### src/rtl/sox_pkg.sv
package sox_pkg;
  localparam int GW     = 8;
  localparam int NGRP   = 3;
  localparam int NBITS  = GW * NGRP;
  localparam int CNTW   = $clog2(NBITS + 1);

  localparam logic [1:0] ADDR_SHADOW = 2'd0;
  localparam logic [1:0] ADDR_CFG    = 2'd1;
  localparam logic [1:0] ADDR_STAT   = 2'd2;

  typedef struct packed {
    logic       rise;
    logic [2:0] p2;
    logic [2:0] p1;
    logic [1:0] modem;
    logic [2:0] grp;
  } cfg_t;

  localparam int CFG_W = $bits(cfg_t);

  // Overlay enabled hardware status bits on the software word.
  function automatic logic [NBITS-1:0] merge_word(
    input logic [NBITS-1:0] sw, input cfg_t c,
    input logic [1:0] m_s, input logic [2:0] a_s, input logic [2:0] b_s);
    logic [NBITS-1:0] w;
    w = sw;
    for (int i = 0; i < 2; i++) if (c.modem[i]) w[i] = m_s[i];
    for (int i = 0; i < 3; i++) begin
      if (c.p1[i]) w[2+i] = a_s[i];
      if (c.p2[i]) w[5+i] = b_s[i];
    end
    return w;
  endfunction

  // Left-align enabled groups, highest group at the top.
  function automatic logic [NBITS-1:0] pack_frame(
    input logic [NBITS-1:0] w, input logic [NGRP-1:0] g);
    logic [NBITS-1:0] r;
    r = '0;
    for (int k = 0; k < NGRP; k++)
      if (g[k]) r = {w[k*GW +: GW], r[NBITS-1:GW]};
    return r;
  endfunction

  function automatic logic [CNTW-1:0] bit_total(input logic [NGRP-1:0] g);
    logic [CNTW-1:0] n;
    n = '0;
    for (int k = 0; k < NGRP; k++) if (g[k]) n = n + CNTW'(GW);
    return n;
  endfunction
endpackage

### src/rtl/sox_regs.sv
module sox_regs
  import sox_pkg::*;
#(
  parameter logic [NBITS-1:0] RST_SHADOW = '1,
  parameter logic [NGRP-1:0]  RST_GROUPS = '1
) (
  input  logic             clk,
  input  logic             rst_n,
  input  logic             wr_en,
  input  logic [1:0]       wr_addr,
  input  logic [NBITS-1:0] wr_data,
  input  logic [1:0]       rd_addr,
  input  logic             busy_i,
  output logic [NBITS-1:0] rd_data,
  output logic [NBITS-1:0] shadow_o,
  output cfg_t             cfg_o
);
  logic [NBITS-1:0] shadow_q;
  cfg_t             cfg_q;

  always_ff @(posedge clk) begin
    if (!rst_n) begin
      shadow_q <= RST_SHADOW;
      cfg_q    <= '{rise: 1'b0, p2: 3'b0, p1: 3'b0, modem: 2'b0, grp: RST_GROUPS};
    end else if (wr_en) begin
      if (wr_addr == ADDR_SHADOW) shadow_q <= wr_data;
      if (wr_addr == ADDR_CFG)    cfg_q    <= cfg_t'(wr_data[CFG_W-1:0]);
    end
  end

  always_comb begin
    rd_data = '0;
    case (rd_addr)
      ADDR_SHADOW: rd_data = shadow_q;
      ADDR_CFG:    rd_data[CFG_W-1:0] = cfg_q;
      ADDR_STAT:   rd_data[0] = busy_i;
      default:     rd_data = '0;
    endcase
  end

  assign shadow_o = shadow_q;
  assign cfg_o    = cfg_q;

  // a shadow write is visible on the next cycle
  a_r2_shadow_write: assert property (@(posedge clk) disable iff (!rst_n)
    (wr_en && wr_addr == ADDR_SHADOW) |=> shadow_o == $past(wr_data));
endmodule

### src/rtl/sox_serializer.sv
module sox_serializer
  import sox_pkg::*;
#(
  parameter int               DIV      = 4,
  parameter logic [NBITS-1:0] RST_SENT = '1
) (
  input  logic             clk,
  input  logic             rst_n,
  input  logic [NBITS-1:0] eff_i,
  input  logic [NGRP-1:0]  grp_i,
  input  logic             rise_i,
  output logic             sh_data_o,
  output logic             sh_clk_o,
  output logic             sh_latch_o,
  output logic             busy_o
);
  localparam int PW   = (DIV > 2) ? $clog2(DIV) : 1;
  localparam int HALF = DIV / 2;
  localparam int LW   = $clog2(DIV + 1) + 1;

  typedef enum logic [1:0] {ST_IDLE, ST_SHIFT, ST_LATCH} st_t;

  st_t              state_q;
  logic [PW-1:0]    phase_q;
  logic [CNTW-1:0]  bit_q, nbits_q;
  logic [NBITS-1:0] sr_q, sent_q;
  logic             edge_q;
  logic             phase_end, frame_go, rest_lvl;

  assign phase_end = (phase_q == PW'(DIV - 1));
  assign frame_go  = (state_q == ST_IDLE) && (eff_i != sent_q) && (bit_total(grp_i) != '0);
  assign rest_lvl  = ~edge_q;

  always_ff @(posedge clk) begin
    if (!rst_n) begin
      state_q <= ST_IDLE;
      phase_q <= '0;
      bit_q   <= '0;
      nbits_q <= '0;
      sr_q    <= '0;
      sent_q  <= RST_SENT;
      edge_q  <= 1'b0;
    end else begin
      case (state_q)
        ST_IDLE: begin
          edge_q  <= rise_i;
          phase_q <= '0;
          if (frame_go) begin
            state_q <= ST_SHIFT;
            sr_q    <= pack_frame(eff_i, grp_i);
            nbits_q <= bit_total(grp_i);
            sent_q  <= eff_i;
            bit_q   <= '0;
          end
        end
        ST_SHIFT: begin
          phase_q <= phase_end ? '0 : phase_q + PW'(1);
          if (phase_end) begin
            sr_q  <= {sr_q[NBITS-2:0], 1'b0};
            bit_q <= bit_q + CNTW'(1);
            if (bit_q == nbits_q - CNTW'(1)) state_q <= ST_LATCH;
          end
        end
        ST_LATCH: begin
          phase_q <= phase_end ? '0 : phase_q + PW'(1);
          if (phase_end) state_q <= ST_IDLE;
        end
        default: state_q <= ST_IDLE;
      endcase
    end
  end

  assign sh_clk_o   = rest_lvl ^ ((state_q == ST_SHIFT) && (phase_q >= PW'(HALF)));
  assign sh_data_o  = (state_q == ST_SHIFT) && sr_q[NBITS-1];
  assign sh_latch_o = (state_q == ST_LATCH);
  assign busy_o     = (state_q != ST_IDLE);

  // checker-side counter of consecutive strobe cycles
  logic [LW-1:0] lat_run_q;
  always_ff @(posedge clk) begin
    if (!rst_n) lat_run_q <= '0;
    else        lat_run_q <= sh_latch_o ? lat_run_q + LW'(1) : '0;
  end

  // data only moves while the clock rests
  a_r10_data_moves_at_rest: assert property (@(posedge clk) disable iff (!rst_n)
    !$stable(sh_data_o) |-> sh_clk_o == rest_lvl);
  // clock rests and data is low during the strobe
  a_r11_latch_quiet: assert property (@(posedge clk) disable iff (!rst_n)
    sh_latch_o |-> (sh_clk_o == rest_lvl) && !sh_data_o);
  // strobe lasts DIV cycles
  a_r11_latch_width: assert property (@(posedge clk) disable iff (!rst_n)
    $fell(sh_latch_o) |-> lat_run_q == LW'(DIV));
  // a frame only begins on a difference from the last sent word
  a_r3_start_on_change: assert property (@(posedge clk) disable iff (!rst_n)
    $rose(busy_o) |-> $past(eff_i != sent_q));
  // an empty mask never starts a frame
  a_r5_empty_mask_idle: assert property (@(posedge clk) disable iff (!rst_n)
    (!busy_o && grp_i == '0) |=> !busy_o);
endmodule

### src/rtl/sout_expander.sv
module sout_expander
  import sox_pkg::*;
#(
  parameter int          DIV        = 4,
  parameter logic [23:0] RST_SHADOW = 24'hFFFFFF,
  parameter logic [2:0]  RST_GROUPS = 3'b111
) (
  input  logic        clk,
  input  logic        rst_n,
  input  logic        wr_en,
  input  logic [1:0]  wr_addr,
  input  logic [23:0] wr_data,
  input  logic [1:0]  rd_addr,
  output logic [23:0] rd_data,
  input  logic [1:0]  modem_stat,
  input  logic [2:0]  phy1_stat,
  input  logic [2:0]  phy2_stat,
  output logic        sh_data,
  output logic        sh_clk,
  output logic        sh_latch,
  output logic        busy
);
  logic [NBITS-1:0] shadow_w, eff_w;
  cfg_t             cfg_w;

  sox_regs #(.RST_SHADOW(RST_SHADOW), .RST_GROUPS(RST_GROUPS)) u_regs (
    .clk(clk), .rst_n(rst_n), .wr_en(wr_en), .wr_addr(wr_addr), .wr_data(wr_data),
    .rd_addr(rd_addr), .busy_i(busy), .rd_data(rd_data),
    .shadow_o(shadow_w), .cfg_o(cfg_w));

  assign eff_w = merge_word(shadow_w, cfg_w, modem_stat, phy1_stat, phy2_stat);

  sox_serializer #(.DIV(DIV), .RST_SENT(RST_SHADOW)) u_ser (
    .clk(clk), .rst_n(rst_n), .eff_i(eff_w), .grp_i(cfg_w.grp), .rise_i(cfg_w.rise),
    .sh_data_o(sh_data), .sh_clk_o(sh_clk), .sh_latch_o(sh_latch), .busy_o(busy));

  // idle pins stay quiet
  a_r12_idle_quiet: assert property (@(posedge clk) disable iff (!rst_n)
    !busy |-> !sh_latch && !sh_data);
endmodule

### config.mk
export PLATFORM = sky130hd
export DESIGN_NAME = sout_expander
export DESIGN_NICKNAME = d
export VERILOG_FILES = /design/src/rtl/sox_pkg.sv /design/src/rtl/sox_regs.sv /design/src/rtl/sox_serializer.sv /design/src/rtl/sout_expander.sv
export SDC_FILE = /design/constraint.sdc
export NUM_CORES = 1
export LEC_CHECK = 0
export ABC_AREA = 1
export BUFFER_PORTS_ARGS = -buffer_cell sky130_fd_sc_hd__buf_2
export CORE_MARGIN = 2
export CORE_UTILIZATION = 50
export CTS_CLUSTER_DIAMETER = 50
export CTS_CLUSTER_SIZE = 20
export DETAILED_ROUTE_END_ITERATION = 10
export PLACE_DENSITY = 0.82
export SYNTH_ARGS = -nofsm -noshare
export SYNTH_HDL_FRONTEND = slang
export SYNTH_SLANG_ARGS = --single-unit
### constraint.sdc
create_clock -name clk -period 5.7 [get_ports clk]
set_input_delay 0.285 -clock clk [delete_from_list [all_inputs] [get_ports clk]]
set_output_delay 0.285 -clock clk [all_outputs]
set_load 0.02 [all_outputs]
# Word level (Yosys, flattened, before mapping)
# Index checks and enable logic that the tools add are counted.
[word_totals]
register_bits = 99
in_bits = 39
output_inout_bits = 28
word_cells = 90
[op_classes]
addsub = 7
n_lt_le_gt_ge = 1
n_eq_ne = 12
mux = 38
bitwise_logic = 2
reduce_logical = 17
[op_table]
columns = ["op", "count"]
rows = [
  ["two-way mux 24 bit", 5],
  ["two-way mux 5 bit", 12],
  ["case mux 24 bit (2 select lines)", 1],
  ["!= test 24 bit", 1],
  ["case mux 11 bit (2 select lines)", 1],
  ["adder 5 x 4 -> 5 bit, second input constant", 3],
  ["two-way mux 12 bit", 1],
  ["two-way mux 2 bit", 5],
  ["case mux 5 bit (2 select lines)", 1],
  ["two-way mux 1 bit", 8],
  ["!= test 2 x 1 -> 1 bit, second input constant", 4],
  ["== test 2 x 1 -> 1 bit, second input constant", 3],
  ["== test 2 bit, second input constant", 3],
  ["logical NOT 2 bit", 3],
  ["case mux 2 bit (3 select lines)", 1],
  ["AND reduction 2 bit", 3],
  ["nonzero test 2 bit", 3],
  ["adder 4 x 4 -> 5 bit, second input constant", 1],
  ["adder 5 x 1 -> 5 bit, second input constant", 1],
  ["== test 5 bit", 1],
  ["nonzero test 5 bit", 1],
  ["subtractor 5 x 1 -> 5 bit, second input constant", 1],
  ["logical AND 1 bit", 4],
  ["two-way mux 4 bit", 1],
  ["9 further kinds", 9],
]

# Depth between registers and ports, before layout
[logic_depth]
depth_word = 17
depth_mapped = 16
depth_no_buf = 15

# Hierarchy
# From an unflattened synthesis, not the netlist that was laid out.
[hier_totals]
hier_cells = 829
area_unflattened_um2 = 5286.3
[modules_own_cells]
columns = ["module", "n_inst", "cells_each", "area_per_inst_um2", "seq_area_each_um2"]
rows = [
  ["sox_serializer", 1, 559, 3552.2, 1201.2],
  ["sox_regs", 1, 238, 1614.0, 720.7],
  ["sout_expander", 1, 32, 120.1, 0.0],
]

# Worst setup path before layout
# No wires, ideal clock.
[synth_path]
path_kind = "register to register"
startpoint = "register u_regs.cfg_q (netlist bit u_regs.cfg_o[1])"
endpoint = "register u_ser.sr_q[7]"
setup_ns = 0.064
t_arrival_ns = 1.970
required_ns = 5.636
path_slack_ns = 3.667
stages_incl_launch_ff = 14
path_buffers = 2
period_less_slack_ns = 2.033
cell_sequence = "dfxtp_1 -> clkinv_1 -> clkbuf_1 -> ha_1 -> xor2_1 -> nor2_1 -> nor2_2 -> nand2_2 -> nand2_2 -> nand3_4 -> buf_4 -> nand2_1 -> nand2_1 -> nor2_1"
[synth_via]
elab_chain_cells = 7
elab_cells_between_ends = 11
cone_classes = "add/sub: 1; eq/ne: 1; mux: 6; reduce/logical: 3"
[synth_rtl]
columns = ["element", "line", "text"]
rows = [
  ["from (decl)", "sox_regs.sv:19", "cfg_t cfg_q;"],
  ["from (signal assigned)", "sox_regs.sv:24", "cfg_q <= '{rise: 1'b0, p2: 3'b0, p1: 3'b0, modem: 2'b0, grp: RST_GROUPS};"],
  ["from (signal assigned)", "sox_regs.sv:27", "if (wr_addr == ADDR_CFG) cfg_q <= cfg_t'(wr_data[CFG_W-1:0]);"],
  ["two-way mux 5 bit", "sox_pkg.sv:48", "for (int k = 0; k < NGRP; k++) if (g[k]) n = n + CNTW'(GW);"],
  ["adder 5 x 4 -> 5 bit", "sox_pkg.sv:48", ""],
  ["two-way mux 5 bit", "sox_pkg.sv:48", ""],
  ["nonzero test 5 bit", "sox_serializer.sv:31", "assign frame_go = (state_q == ST_IDLE) && (eff_i != sent_q) && (bit_total(grp_i) != '0);"],
  ["logical AND 1 bit", "sox_serializer.sv:31", ""],
  ["!= test 2 x 1 -> 1 bit (no line)", "-", ""],
  ["AND reduction 3 bit (no line)", "-", ""],
  ["to (signal assigned)", "sox_serializer.sv:50", "sr_q <= pack_frame(eff_i, grp_i);"],
  ["to (signal assigned)", "sox_serializer.sv:59", "sr_q <= {sr_q[NBITS-2:0], 1'b0};"],
  ["to (decl)", "sox_serializer.sv:26", "logic [NBITS-1:0] sr_q, sent_q;"],
]
# Several ways; a longest one is shown, not always the timed one. The select of a mux whose other input is x is not followed.
# A chain may end at the register's enable or synchronous reset.

# Final worst setup path
[layout_path]
startpoint = "register u_regs.cfg_q (netlist bit u_regs.cfg_o[1])"
endpoint = "register u_ser.sr_q[2]"
# The elaborated chain is that of the path after synthesis.

==> results.toml <==
[status]
status = "completed"

[synthesis]
synth.distinct_cells = 26
synth_edf_count = 0
syn-cell-area_sq_um = 5146
ys_seq_area_frac = 0.3735
syn_inst = 801
synth_warnings = 0
synth_area_per_cell_sq_um = 6.425
ys_seq_elements = 96
synth_flop_cell = "dfxtp_1"
synth-async-reset-ratio = 0
synth_nets = 849

[power_and_ir_drop]
sw_frac_of_total = 0.4398
power_frac_comb = 0.437
power_switching_mw = 1.058
p_leak_nw = 3.021
p_seq_frac = 0.386
ir_drop_uv = 196.4
clockPowerShare = 0.177
p_int_mw = 1.348
power_density_nw_per_um2 = 424.9

[cts]
tritoncts = "built"
numCtsBuffers = 9
postCtsSetupRepairBufs = 0
cts-resized-gates = 0
postCtsHoldBufs = 0
cts_htree_levels = 3
cts_root_buffer = "clkbuf_8"
cts.path.max_buffers = 2
clock_latency_ns = 0.38
cts.sinks = 96
clk_pin_slew_ns = 0.10

[grt]
grt.overflow.total = 0
grt.total_usage = 0.2328
grt_pass1_vias = 4382
antenna_found_initial = 0
grt_pass1_wl_um = 21060
grt_max_degree = 80

[setup_path]
cp.required_ns = 5.97
reg2reg_from = "u_regs.cfg_o[1]"
cp_max_fo = 42
crit_start = "u_regs.cfg_o[1]"
end_kind = "flop"
critPathKind = "flop to flop"
arrival_ns = 3.81
rrSetupSlack_ns = 2.16
crit_end = "u_ser.sr_q[2]"
start_kind = "flop"
r2r-end = "u_ser.sr_q[2]"
rr_worst_depth = 10

[sta]
clock_skew_ns = 0.01215
drv_slew = 0
tns_ns = 0
period_minus_slack_ns = 3.545
hold_viol = 0
max_freq_mhz = 282.1
tightest_slew_ns = 0.8263
post-route-period-util = 0.6219
rsz0062_at_grt = "false"
relSlewSlack = 0.4478
hold_slack_ns = 0.1149
setup_viol = 0

[detailed_routing]
wire_per_inst_um = 12.76
drt_iter0_markers = 300
wirelength_um = 12480
viasPerCell = 5.189
drc = 0
routed-via-count = 5075
drt_pass1_iterations = 5
final_antenna_net_count = 0

[job]
drv_cap = 0

[layout]
syn2layout_area_growth_pct = 10.02
final_common_cell = "nand2_1"
nFillCells = 1006
num_antenna_cells = 0
drive_above_1_share = 0.1140
layout_common_cells = "245 x nand2_1, 98 x inv_1, 96 x dfxtp_1, 93 x nor2_1, 75 x o21ai_0"
nets = 885

[die]
start_util = 0.5076
dieArea_sq_um = 11120
rows = 37
die_width_um = 105.5
core_sq_um = 10140
fp.dieH_um = 105.5
pin_count = 67

[place]
io_buffers = 66
post-dp-hpwl_um = 8878
gp_congestion = 0.9092

[hold_path]
whs_path_depth = 3
hp-class = "input pin to flop"
[metal layers]
layer | vias to the layer above | wire length, um | track usage | share of wire
li1 | 2613 | - | - | -
met1 | 2271 | 5751 | 0.3276 | 0.46
met2 | 162 | 5627 | 0.3516 | 0.45
met3 | 29 | 726 | 0.03772 | 0.058
met4 | 0 | 376 | 0.1000 | 0.030
met5 | - | 0 | 0 | 0
[area by class of cell]
cell class,instances,area [sq um],share of cell area
multi-input combinational,554,2634,0.4652
clock buffer,9,123.9,0.02188
timing repair buffer,68,345.3,0.06099
clock inverter,7,61.31,0.01083
tap,136,170.2,0.03006
sequential,96,1922,0.3394
inverter,108,405.4,0.07160
[cells by family (layout without fill, tap and decap cells)]
family	Yosys count	after routing	share of synthesized area
buffers and inverters	151	192	0.1148
flip-flops	96	96	0.3734
adder cells (fa/ha/maj)	9	9	0.02188
XOR/XNOR	14	14	0.02383
AND/OR/NAND/NOR	392	392	0.3085
AO/OA/AOI/OAI	139	139	0.1576
[Yosys cell counts, types with 2 or more instances]
library cell | instances | share of area
clkinv_1 | 2 | 0.0015
clkbuf_1 | 33 | 0.024
o22ai_1 | 5 | 0.0061
inv_2 | 8 | 0.0058
nand2_2 | 2 | 0.0024
ha_1 | 9 | 0.022
o21ai_1 | 2 | 0.0019
buf_2 | 7 | 0.0068
inv_1 | 98 | 0.071
dfxtp_1 | 96 | 0.37
o211ai_1 | 41 | 0.060
nor2_1 | 93 | 0.068
xor2_1 | 6 | 0.010
o21ai_0 | 75 | 0.073
nand3_1 | 27 | 0.026
a21oi_1 | 14 | 0.014
buf_4 | 2 | 0.0029
nand2_1 | 245 | 0.18
nand3b_1 | 3 | 0.0044
xnor2_1 | 8 | 0.014
nand4_1 | 20 | 0.024
[power by group through the flow]
stage,sequential [mW],combinational (mW),clock (mW)
5_1_grt,0.948,1.22,0.463
3_5_place_dp,0.942,1.04,0
2_1_floorplan,0.917,0.873,0
3_3_place_gp,0.936,1.01,0
4_1_cts,0.928,1.05,0.429
6_report,0.929,1.05,0.425
[through the flow]
step	cell area [sq um]	util	setup WS [ns]	power (mW)	cells
after global routing	5662	0.5584	1.776	2.632	978
after CTS	5662	0.5584	2.170	2.407	978
after global placement	5477	0.5402	2.309	1.950	962
after floorplan	5146	-	3.667	1.790	801
after detailed placement	5477	0.5402	2.189	1.985	962
final	5662	0.5584	2.155	2.406	978
[state kept, by name (all words and copies together), names as in the netlist]
register,cells
u_ser.state_q,2
u_regs.shadow_o,24
u_ser.sent_q,24
u_ser.bit_q,5
u_ser.nbits_q,2
u_ser.sr_q,24
u_ser.edge_q,1
u_regs.cfg_o,12
u_ser.phase_q,2
[critical path, cell delays in order (launching register included)]
cell,delay [ns]
dfxtp_1,0.36
clkinv_1,0.46
ha_1,0.51
xor2_1,0.18
nor2_1,0.07
nor2_2,0.09
nand2_2,0.44
nand2_2,0.58
nand3_4,0.44
nor2_1,0.24
nor2_1,0.07
[worst min-delay path by stage]
| stage | from | to | slack (ns) |
|---|---|---|---|
| detailed placement | u_ser.nbits_q[3] | u_ser.nbits_q[3] | 0.46 |
| global placement | u_ser.nbits_q[3] | u_ser.nbits_q[3] | 0.46 |
| finish | wr_data[20] | u_regs.shadow_o[20] | 0.11 |
| global route | wr_data[8] | u_regs.shadow_o[8] | 0.11 |
| floorplan | wr_data[10] | u_regs.shadow_o[10] | 0.40 |
| CTS | wr_data[20] | u_regs.shadow_o[20] | 0.11 |
Power figures use the tool's default switching activity.
